[src/rtl/vpw_rx_pkg.sv]
package vpw_rx_pkg;
  localparam int CNT_W = 9;

  typedef enum logic [2:0] {
    CLS_NOISE, CLS_GLITCH, CLS_SHORT, CLS_LONG, CLS_SOF, CLS_PLONG, CLS_BRK
  } sym_cls_e;

  typedef enum logic [1:0] {ST_OUT, ST_FRAME, ST_EOD} rx_state_e;
endpackage

[src/rtl/vpw_edge_timer.sv]
module vpw_edge_timer #(
  parameter int CNT_W = vpw_rx_pkg::CNT_W
) (
  input  logic             clk_i,
  input  logic             rst_ni,
  input  logic             tick_i,
  input  logic             bus_i,
  output logic             edge_o,
  output logic             level_o,
  output logic [CNT_W-1:0] cnt_o
);
  localparam logic [CNT_W-1:0] CNT_MAX = '1;

  logic [1:0]       sync_q;
  logic             lvl_q;
  logic [CNT_W-1:0] cnt_q;

  assign edge_o  = sync_q[1] ^ lvl_q;
  assign level_o = lvl_q;   // on an edge cycle: level of the interval just ended
  assign cnt_o   = cnt_q;

  always_ff @(posedge clk_i or negedge rst_ni) begin
    if (!rst_ni) begin
      sync_q <= '0;
      lvl_q  <= 1'b0;
      cnt_q  <= '0;
    end else begin
      sync_q <= {sync_q[0], bus_i};
      lvl_q  <= sync_q[1];
      if (edge_o)                         cnt_q <= tick_i ? CNT_W'(1) : '0;
      else if (tick_i && cnt_q != CNT_MAX) cnt_q <= cnt_q + 1'b1;
    end
  end

  assert_cnt_restart_R1: assert property (@(posedge clk_i) disable iff (!rst_ni)
    edge_o |=> cnt_o <= CNT_W'(1));
endmodule

[src/rtl/vpw_sym_class.sv]
module vpw_sym_class
  import vpw_rx_pkg::*;
#(
  parameter int CNT_W     = vpw_rx_pkg::CNT_W,
  parameter int SHORT_MIN = 34,
  parameter int LONG_MIN  = 97,
  parameter int SOF_MIN   = 164,
  parameter int BRK_MIN   = 240,
  parameter int IDLE_MIN  = 300
) (
  input  logic             fast_i,
  input  logic             tick_i,
  input  logic             edge_i,
  input  logic             level_i,
  input  logic [CNT_W-1:0] cnt_i,
  output sym_cls_e         cls_o,
  output logic             brk_hit_o,
  output logic             eod_hit_o,
  output logic             eof_hit_o,
  output logic             idle_o
);
  logic [CNT_W-1:0] t_short, t_long, t_sof, t_brk, t_idle;
  logic             step;

  always_comb begin
    t_short = fast_i ? CNT_W'(SHORT_MIN >> 2) : CNT_W'(SHORT_MIN);
    t_long  = fast_i ? CNT_W'(LONG_MIN  >> 2) : CNT_W'(LONG_MIN);
    t_sof   = fast_i ? CNT_W'(SOF_MIN   >> 2) : CNT_W'(SOF_MIN);
    t_brk   = fast_i ? CNT_W'(BRK_MIN   >> 2) : CNT_W'(BRK_MIN);
    t_idle  = fast_i ? CNT_W'(IDLE_MIN  >> 2) : CNT_W'(IDLE_MIN);
  end

  always_comb begin
    if (level_i) begin
      if      (cnt_i < t_short) cls_o = CLS_GLITCH;
      else if (cnt_i < t_long)  cls_o = CLS_SHORT;
      else if (cnt_i < t_sof)   cls_o = CLS_LONG;
      else if (cnt_i < t_brk)   cls_o = CLS_SOF;
      else                      cls_o = CLS_BRK;
    end else begin
      if      (cnt_i < t_short) cls_o = CLS_NOISE;
      else if (cnt_i < t_long)  cls_o = CLS_SHORT;
      else if (cnt_i < t_sof)   cls_o = CLS_LONG;
      else                      cls_o = CLS_PLONG;
    end
  end

  // threshold crossings while the level is still held
  assign step      = tick_i && !edge_i;
  assign brk_hit_o = step &&  level_i && cnt_i == t_brk - 1'b1;
  assign eod_hit_o = step && !level_i && cnt_i == t_sof - 1'b1;
  assign eof_hit_o = step && !level_i && cnt_i == t_brk - 1'b1;
  assign idle_o    = !edge_i && !level_i && cnt_i >= t_idle;
endmodule

[src/rtl/vpw_rx_ctrl.sv]
module vpw_rx_ctrl
  import vpw_rx_pkg::*;
(
  input  logic       clk_i,
  input  logic       rst_ni,
  input  logic       edge_i,
  input  logic       level_i,
  input  sym_cls_e   cls_i,
  input  logic       brk_hit_i,
  input  logic       eod_hit_i,
  input  logic       eof_hit_i,
  output logic [7:0] byte_o,
  output logic       byte_valid_o,
  output logic       sof_o,
  output logic       eod_o,
  output logic       eof_o,
  output logic       break_o,
  output logic       invalid_o,
  output logic       abort_o
);
  rx_state_e  state_q;
  logic [2:0] bit_cnt_q;
  logic [6:0] shift_q;
  logic       have_byte_q;
  logic       bit_take, bit_val;

  assign bit_take = edge_i && state_q == ST_FRAME && (cls_i == CLS_SHORT || cls_i == CLS_LONG);
  assign bit_val  = ~(level_i ^ (cls_i == CLS_LONG));

  always_ff @(posedge clk_i or negedge rst_ni) begin
    if (!rst_ni) begin
      state_q <= ST_OUT;   bit_cnt_q <= '0;   shift_q <= '0;   have_byte_q <= 1'b0;
      byte_o <= '0;        byte_valid_o <= 1'b0;  sof_o <= 1'b0;  eod_o <= 1'b0;
      eof_o <= 1'b0;       break_o <= 1'b0;   invalid_o <= 1'b0;  abort_o <= 1'b0;
    end else begin
      byte_valid_o <= 1'b0; sof_o <= 1'b0; eod_o <= 1'b0; eof_o <= 1'b0;
      break_o <= 1'b0;      invalid_o <= 1'b0; abort_o <= 1'b0;
      if (edge_i) begin
        unique case (cls_i)
          CLS_GLITCH: begin
            invalid_o <= 1'b1;
            state_q   <= ST_OUT;
          end
          CLS_SOF: begin
            sof_o       <= 1'b1;
            state_q     <= ST_FRAME;
            bit_cnt_q   <= '0;
            have_byte_q <= 1'b0;
          end
          CLS_SHORT, CLS_LONG: begin
            if (bit_take) begin
              shift_q   <= {shift_q[5:0], bit_val};
              bit_cnt_q <= bit_cnt_q + 1'b1;
              if (bit_cnt_q == 3'd7) begin
                byte_o       <= {shift_q, bit_val};
                byte_valid_o <= 1'b1;
                have_byte_q  <= 1'b1;
              end
            end else if (state_q == ST_EOD) begin
              state_q <= ST_OUT;
            end
          end
          default: if (state_q == ST_EOD) state_q <= ST_OUT;
        endcase
      end else if (brk_hit_i) begin
        break_o <= 1'b1;
        if (state_q == ST_FRAME) begin
          invalid_o <= 1'b1;
          abort_o   <= 1'b1;
          state_q   <= ST_OUT;
        end
      end else if (eod_hit_i && state_q == ST_FRAME) begin
        if (bit_cnt_q == '0 && have_byte_q) begin
          eod_o   <= 1'b1;
          state_q <= ST_EOD;
        end else begin
          invalid_o <= 1'b1;
          state_q   <= ST_OUT;
        end
      end else if (eof_hit_i && state_q == ST_EOD) begin
        eof_o   <= 1'b1;
        state_q <= ST_OUT;
      end
    end
  end

  assert_first_bit_passive_R3: assert property (@(posedge clk_i) disable iff (!rst_ni)
    (bit_take && bit_cnt_q == '0) |-> !level_i);
  assert_frame_evt_onehot_R4: assert property (@(posedge clk_i) disable iff (!rst_ni)
    $onehot0({sof_o, eod_o, eof_o, byte_valid_o}));
  assert_brk_in_frame_R7: assert property (@(posedge clk_i) disable iff (!rst_ni)
    (brk_hit_i && state_q == ST_FRAME) |=> (break_o && invalid_o && !byte_valid_o));
  assert_eof_needs_eod_R6: assert property (@(posedge clk_i) disable iff (!rst_ni)
    eof_o |-> $past(state_q) == ST_EOD);
endmodule

[src/rtl/vpw_rx.sv]
module vpw_rx
  import vpw_rx_pkg::*;
#(
  parameter int CNT_W     = vpw_rx_pkg::CNT_W,
  parameter int SHORT_MIN = 34,
  parameter int LONG_MIN  = 97,
  parameter int SOF_MIN   = 164,
  parameter int BRK_MIN   = 240,
  parameter int IDLE_MIN  = 300
) (
  input  logic       clk_i,
  input  logic       rst_ni,
  input  logic       tick_i,
  input  logic       bus_i,
  input  logic       fast_set_i,
  input  logic       fast_clr_i,
  output logic [7:0] byte_o,
  output logic       byte_valid_o,
  output logic       sof_o,
  output logic       eod_o,
  output logic       eof_o,
  output logic       break_o,
  output logic       invalid_o,
  output logic       idle_o,
  output logic       fast_mode_o
);
  logic             edge_w, level_w, brk_hit, eod_hit, eof_hit, abort_w;
  logic [CNT_W-1:0] cnt_w;
  sym_cls_e         cls_w;

  vpw_edge_timer #(.CNT_W(CNT_W)) u_timer (
    .clk_i, .rst_ni, .tick_i, .bus_i,
    .edge_o(edge_w), .level_o(level_w), .cnt_o(cnt_w)
  );

  vpw_sym_class #(
    .CNT_W(CNT_W), .SHORT_MIN(SHORT_MIN), .LONG_MIN(LONG_MIN),
    .SOF_MIN(SOF_MIN), .BRK_MIN(BRK_MIN), .IDLE_MIN(IDLE_MIN)
  ) u_class (
    .fast_i(fast_mode_o), .tick_i, .edge_i(edge_w), .level_i(level_w), .cnt_i(cnt_w),
    .cls_o(cls_w), .brk_hit_o(brk_hit), .eod_hit_o(eod_hit), .eof_hit_o(eof_hit),
    .idle_o
  );

  vpw_rx_ctrl u_ctrl (
    .clk_i, .rst_ni, .edge_i(edge_w), .level_i(level_w), .cls_i(cls_w),
    .brk_hit_i(brk_hit), .eod_hit_i(eod_hit), .eof_hit_i(eof_hit),
    .byte_o, .byte_valid_o, .sof_o, .eod_o, .eof_o, .break_o, .invalid_o,
    .abort_o(abort_w)
  );

  always_ff @(posedge clk_i or negedge rst_ni) begin
    if (!rst_ni)                      fast_mode_o <= 1'b0;
    else if (abort_w || fast_clr_i)   fast_mode_o <= 1'b0;
    else if (fast_set_i)              fast_mode_o <= 1'b1;
  end

  assert_abort_clears_fast_R8: assert property (@(posedge clk_i) disable iff (!rst_ni)
    abort_w |=> !fast_mode_o);
  assert_idle_quiet_R10: assert property (@(posedge clk_i) disable iff (!rst_ni)
    idle_o |-> (!sof_o && !byte_valid_o));
endmodule

[config.mk]
export PLATFORM = sky130hd
export DESIGN_NAME = vpw_rx
export DESIGN_NICKNAME = d
export VERILOG_FILES = /design/src/rtl/vpw_rx_pkg.sv /design/src/rtl/vpw_edge_timer.sv /design/src/rtl/vpw_sym_class.sv /design/src/rtl/vpw_rx_ctrl.sv /design/src/rtl/vpw_rx.sv
export SDC_FILE = /design/constraint.sdc
export NUM_CORES = 1
export LEC_CHECK = 0
export BUFFER_PORTS_ARGS = -buffer_cell sky130_fd_sc_hd__buf_2
export CAP_MARGIN = 30
export CORE_UTILIZATION = 28
export DETAILED_ROUTE_END_ITERATION = 10
export HOLD_SLACK_MARGIN = 0.02
export SLEW_MARGIN = 20
export SYNTH_ARGS = -nofsm -noshare
export SYNTH_HDL_FRONTEND = slang
export SYNTH_SLANG_ARGS = --single-unit
export TNS_END_PERCENT = 50
[constraint.sdc]
create_clock -name clk_i -period 2.4 [get_ports clk_i]
set_input_delay 0.12 -clock clk_i [delete_from_list [all_inputs] [get_ports clk_i]]
set_output_delay 0.12 -clock clk_i [all_outputs]
set_load 0.005 [all_outputs]
* After elaboration in Yosys (flattened, before gate mapping) *
Index checks and enable logic that the tools add are counted.

word-level totals
  flip-flop bits (word level) = 41
  bits of input ports = 6
  output and inout port bits = 16
  logic and storage cells = 127

cells by class
  add/subtract/negate cells = 4
  magnitude comparators = 5
  eq/ne operators = 14
  mux-type cells = 56
  bitwise logic cells = 3
  reduce and logical (&&, ||, !) cells = 29

operators by type and width
  operator             count
  $lt 9x9->1           4
  $mux 1               29
  $mux 9               3
  $mux 3               8
  $eq 9x9->1           2
  $mux 2               9
  $sub 9x1->9 const B  2
  $mux 8               2
  $logic_and 1x1->1    14
  $add 9x1->9 const B  1
  $ge 9x9->1           1
  $ne 9x9->1 const B   1
  $reduce_and 3->1     3
  $reduce_and 4->1     2
  $mux 7               1
  $eq 3x2->1 const B   2
  $eq 3x3->1 const B   2
  $mux 6               1
  $pmux 2 s3           1
  $pmux 3 s2           1
  $reduce_bool 2->1    3
  $ne 2x1->1 const B   2
  $reduce_bool 4->1    1
  $add 3x1->3 const B  1
  12 further kinds     15

* Depth between registers and ports, before layout *
  word-level depth = 13
  mapped depth = 10
  depth with buffers taken out = 9

* Modules after synthesis *
A second synthesis with hierarchy kept.

second synthesis, totals
  cells, all modules = 232
  area total of the unflattened synthesis = 2294.7 um2

modules (own cells, without submodules)
  module          instances  cells each  area an instance (um2)
  vpw_rx_ctrl     1          108         1207.4
  vpw_edge_timer  1          50          549.3
  vpw_sym_class   1          71          499.2
  vpw_rx          1          3           38.8

* Worst setup path before layout *
OpenSTA, ideal clock, no wires.

  path type = reg2reg
  from = register fast_mode_o
  to = register u_ctrl.shift_q[1]
  setup time = 0.125 ns
  arrival time = 2.334 ns
  data required time = 2.275 ns
  setup slack = -0.059 ns
  cell stages (with the launch flop) = 7
  path buffers = 0
  period minus slack after synthesis = 2.459 ns
  cells stage by stage = dfrtp_1 ha_1 or4_4 a311oi_4 nor2_1 o21ai_2 mux2_2

between the ends
  longest elaborated chain between the ends = 11
  elaborated cells on any way between the ends = 22
  classes of those cells = 4 x order compare; 2 x eq/ne; 12 x mux; 4 x reduce/logical

RTL lines
  item                                 line                                  source
  start, declared                      vpw_rx.sv:25                          output logic fast_mode_o
  start signal, assigned               vpw_rx.sv:53                          if (!rst_ni) fast_mode_o <= 1'b0;
  start signal, assigned               vpw_rx.sv:54                          else if (abort_w || fast_clr_i) fast_mode_o <= 1'b0;
  start signal, assigned               vpw_rx.sv:55                          else if (fast_set_i) fast_mode_o <= 1'b1;
  $mux 8                               vpw_sym_class.sv:29                   t_brk = fast_i ? CNT_W'(BRK_MIN >> 2) : CNT_W'(BRK_MIN);
  $lt 9x9->1                           vpw_sym_class.sv:38                   else if (cnt_i < t_brk) cls_o = CLS_SOF;
  $mux 2                               vpw_sym_class.sv:38
  $mux 3                               vpw_sym_class.sv:37                   else if (cnt_i < t_sof) cls_o = CLS_LONG;
  $mux 3                               vpw_sym_class.sv:36                   else if (cnt_i < t_long) cls_o = CLS_SHORT;
  $mux 3                               vpw_sym_class.sv:35                   if (cnt_i < t_short) cls_o = CLS_GLITCH;
  $mux 3 *                             vpw_sym_class.sv:34                   if (level_i) begin
  $eq 3x2->1                           vpw_rx_ctrl.sv:27, vpw_rx_ctrl.sv:39
  $logic_or 1x1->1                     vpw_rx_ctrl.sv:27                     assign bit_take = edge_i && state_q == ST_FRAME && (cls_i == CLS_SHORT || cls_i == CLS_LONG);
  $logic_and 1x1->1                    vpw_rx_ctrl.sv:27
  $reduce_and 3->1 (no source line) *  --
  end signal, assigned                 vpw_rx_ctrl.sv:52                     shift_q <= {shift_q[5:0], bit_val};
  end, declared                        vpw_rx_ctrl.sv:23                     logic [6:0] shift_q;

Every way passes the cells marked *; elsewhere a longest branch is shown, timed or not.
A chain may end at the register's enable or synchronous reset.

* Final worst setup path *
  from = register fast_mode_o
  to = register u_ctrl.state_q[1]

between the ends
  longest elaborated chain between the ends = 12
  elaborated cells on any way between the ends = 40
  classes of those cells = 2 x add/sub; 4 x order compare; 8 x eq/ne; 16 x mux; 10 x reduce/logical

RTL lines
  item                               line                                  source
  $mux 8                             vpw_sym_class.sv:29
  $lt 9x9->1                         vpw_sym_class.sv:38
  $mux 2                             vpw_sym_class.sv:38
  $mux 3                             vpw_sym_class.sv:37
  $mux 3                             vpw_sym_class.sv:36
  $mux 3                             vpw_sym_class.sv:35
  $mux 3                             vpw_sym_class.sv:34
  $eq 3x2->1                         vpw_rx_ctrl.sv:27, vpw_rx_ctrl.sv:39
  $logic_or 1x1->1                   vpw_rx_ctrl.sv:27
  $logic_and 1x1->1                  vpw_rx_ctrl.sv:27
  $ne 3x3->1 (no source line)        --
  $reduce_and 3->1 (no source line)  --
  end signal, assigned               vpw_rx_ctrl.sv:32                     state_q <= ST_OUT; bit_cnt_q <= '0; shift_q <= '0; have_byte_q <= 1'b0;
  end signal, assigned               vpw_rx_ctrl.sv:42                     state_q <= ST_OUT;
  end signal, assigned               vpw_rx_ctrl.sv:46                     state_q <= ST_FRAME;
  end, declared                      vpw_rx_ctrl.sv:21                     rx_state_e state_q;

Parallel ways exist; a longest one is shown, timed or not.

==> results_dict.tcl <==
set metrics [dict create \
    status "finished clean" \
    cp.required_ns 2.58 \
    hp-class "input pin to flip-flop" \
    cts_num_sinks 41 \
    synth_common_cells "41 x dfrtp_1, 25 x nor2_1, 19 x ha_1" \
    grt_pass1_wl_um 8666 \
    wl_um 5094 \
    rsz0062_at_grt "yes" \
    antenna_found_initial 0 \
    clkTransAtPathRegs_ns 0.08 \
    power_leakage_nw 1.385 \
    fin_crit_ns 2.343 \
    ys_ff_latch 41 \
    worst_setup_path_start_kind "flip-flop" \
    nNetsFinal 289 \
    portBuffers 21 \
    clk_latency_ns 0.30 \
    period_share 0.9761 \
    synth-seq-area-share 0.4488 \
    synth_area_leaders "dfrtp_1 45%, ha_1 10%, mux2_2 6.4%" \
    syn-cell-area_sq_um 2286 \
    fmax_ghz 0.4269 \
    drc 0 \
    reg2regPathDepth 6 \
    die_area_sq_um 8529 \
    drv_cap 0 \
    antenna_left 0 \
    vdd_drop_max_v 0.0002153 \
    synth_ff_type "dfrtp_1" \
    synthDistinctLibCells 49 \
    hold_path_depth 3 \
    grt_usage 0.1278 \
    wire_per_inst_um 13.88 \
    cts_buffers 5 \
    maxSlewViolCount 0 \
    async_flop_share 1.000 \
    fin_skew_ns 0.007787 \
    criticalPathCategory "flip-flop to flip-flop" \
    area_growth_pct 24.74 \
    drt_iter0_drc 73 \
    synth_top_area_frac 0.4488 \
    arrival_ns 2.52 \
    cp_max_fo 6 \
    first_pass_iters 4 \
    initial_core_util 0.2928 \
    syn_avg_cell_area_sq_um 10.53 \
    worstSetupEndpointType "flip-flop" \
    finish.utilization 0.3652 \
    yosys_warnings 0 \
    synth_edf_count 0 \
    power.density_nw_per_um2 475.2 \
    timing.setup.tns_ns 0 \
    die_height_um 92.36 \
    gp_congestion 0.9148 \
    synth.most_common_cell "dfrtp_1" \
    slew_headroom 0.6627 \
    htree_levels 2 \
    finalSetupViolCount 0 \
    worstMarginPinSlew_ns 0.5060 \
    viasPerCell 4.834 \
    core_area_sq_um 7807 \
    hold_viol_final 0 \
    first_global_vias 1764 \
    synth_area_leader_cell "dfrtp_1" \
    gr-total-overflow 0 \
    grt_max_degree 42 \
    placed_area_sq_um 2673 \
    drive_gt1_frac 0.3019 \
    rows 32 \
    antenna_cells 0 \
    synthCells 217 \
    cts_tree "built" \
    dp_hpwl_um 3792 \
    syn-num-nets 242 \
    chipWidth_um 92.36 \
    cts_setup_buffers 0 \
    io_pins 22 \
    via_count 1774 \
    clock_path_buffers 2 \
    ctsRootBufferMaster "clkbuf_8" \
    stdcell_area_sq_um 2851 \
]
==> cell usage in the layout, fill, tap and decap left out, drive strengths merged, types with 4 or more instances in the layout <==
cell type   n
nor3        7
inv        14
nand4       4
nand2       7
a21oi       7
buf        44
o31ai       4
clkbuf      5
o21ai      14
dfrtp      41
ha         19
mux2       13
nor2       25
==> power breakdown <==
group          switching, mW  total [mW]  internal (mW)
clock network          0.269       0.481          0.212
logic                 0.0919       0.162         0.0698
registers             0.0116       0.713          0.701
total                  0.372        1.35          0.983
==> cell type report <==
class                   count  area [sq um]
fillers                   831          4956
multi-input cells         157          1230
flip-flops and latches     41          1027
repair buffers             47         327.8
well taps                 102         127.6
clock buffers               5         68.82
inverters                  12         45.04
clock inverters             3         25.02
==> state kept, by name, summed over array words and instances, names as in the netlist, 2 cells and up <==
| signal | flops |
|---|---|
| u_timer.sync_q | 2 |
| u_ctrl.byte_o | 8 |
| u_timer.cnt_o | 9 |
| u_ctrl.bit_cnt_q | 3 |
| u_ctrl.state_q | 2 |
| u_ctrl.shift_q | 7 |
==> metrics by stage <==
step | power, mW | setup WS [ns] | std cells | hold slack (ns)
final | 1.355 | 0.05732 | 367 | 0.07892
after detailed placement | 0.8764 | -0.01795 | 355 | 0.2293
after floorplan | 0.8081 | 0.02004 | 217 | -0.1756
after global placement | 0.8723 | 0.03221 | 355 | 0.2315
after global routing | 1.426 | -0.06198 | 367 | 0.09048
after CTS | 1.369 | 0.005439 | 366 | 0.06698
==> final timing paths <==
check	startpoint	end	slack, ns
hold / removal	fast_set_i	fast_mode_o$_DFFE_PN0P_	0.08
setup reg to reg	fast_mode_o$_DFFE_PN0P_	u_ctrl.state_q[1]$_DFFE_PN0P_	0.06
setup / recovery	fast_mode_o$_DFFE_PN0P_	u_ctrl.state_q[1]$_DFFE_PN0P_	0.06
max in group asynchronous	rst_ni	u_ctrl.shift_q[2]$_DFFE_PN0P_	1.62
hold reg to reg	u_timer.sync_q[0]$_DFF_PN0_	u_timer.sync_q[1]$_DFF_PN0_	0.36
min in group asynchronous	rst_ni	u_ctrl.byte_o[7]$_DFFE_PN0P_	0.31
==> critical path, cell delays in order, from the launching register on <==
cell       delay, ns
dfrtp_2         0.46
buf_4           0.18
ha_1            0.31
a2111oi_0       0.43
nand3b_1        0.19
or3_1           0.35
a311o_1         0.32
==> cells by family after synthesis <==
logic type / after synthesis / share of synthesized area
fa+ha+maj: 19 / 0.1040
xor+xnor: 5 / 0.01916
mux: 14 / 0.06842
simple gates: 73 / 0.1773
buf+inv: 19 / 0.03174
compound gates: 46 / 0.1505
flops: 41 / 0.4488
==> per-layer routing <==
| metal | GRT usage | share of wire |
|---|---|---|
| met2 | 0.1840 | 0.43 |
| met1 | 0.1908 | 0.52 |
| met5 | 0 | 0 |
| met3 | 0.02709 | 0.043 |
| met4 | 0.03646 | 0.0090 |
==> what timing repair did <==
item | CTS | global route
hold endpoints to repair | 43 | 0
cloned | 0 | 0
pin swaps | 0 | 1
gates resized for setup | 2 | 4
endpoints found under the setup margin | 2 | 21
hold buffers | 3 | 0
No activity file was read; power rests on OpenSTA's default activity.
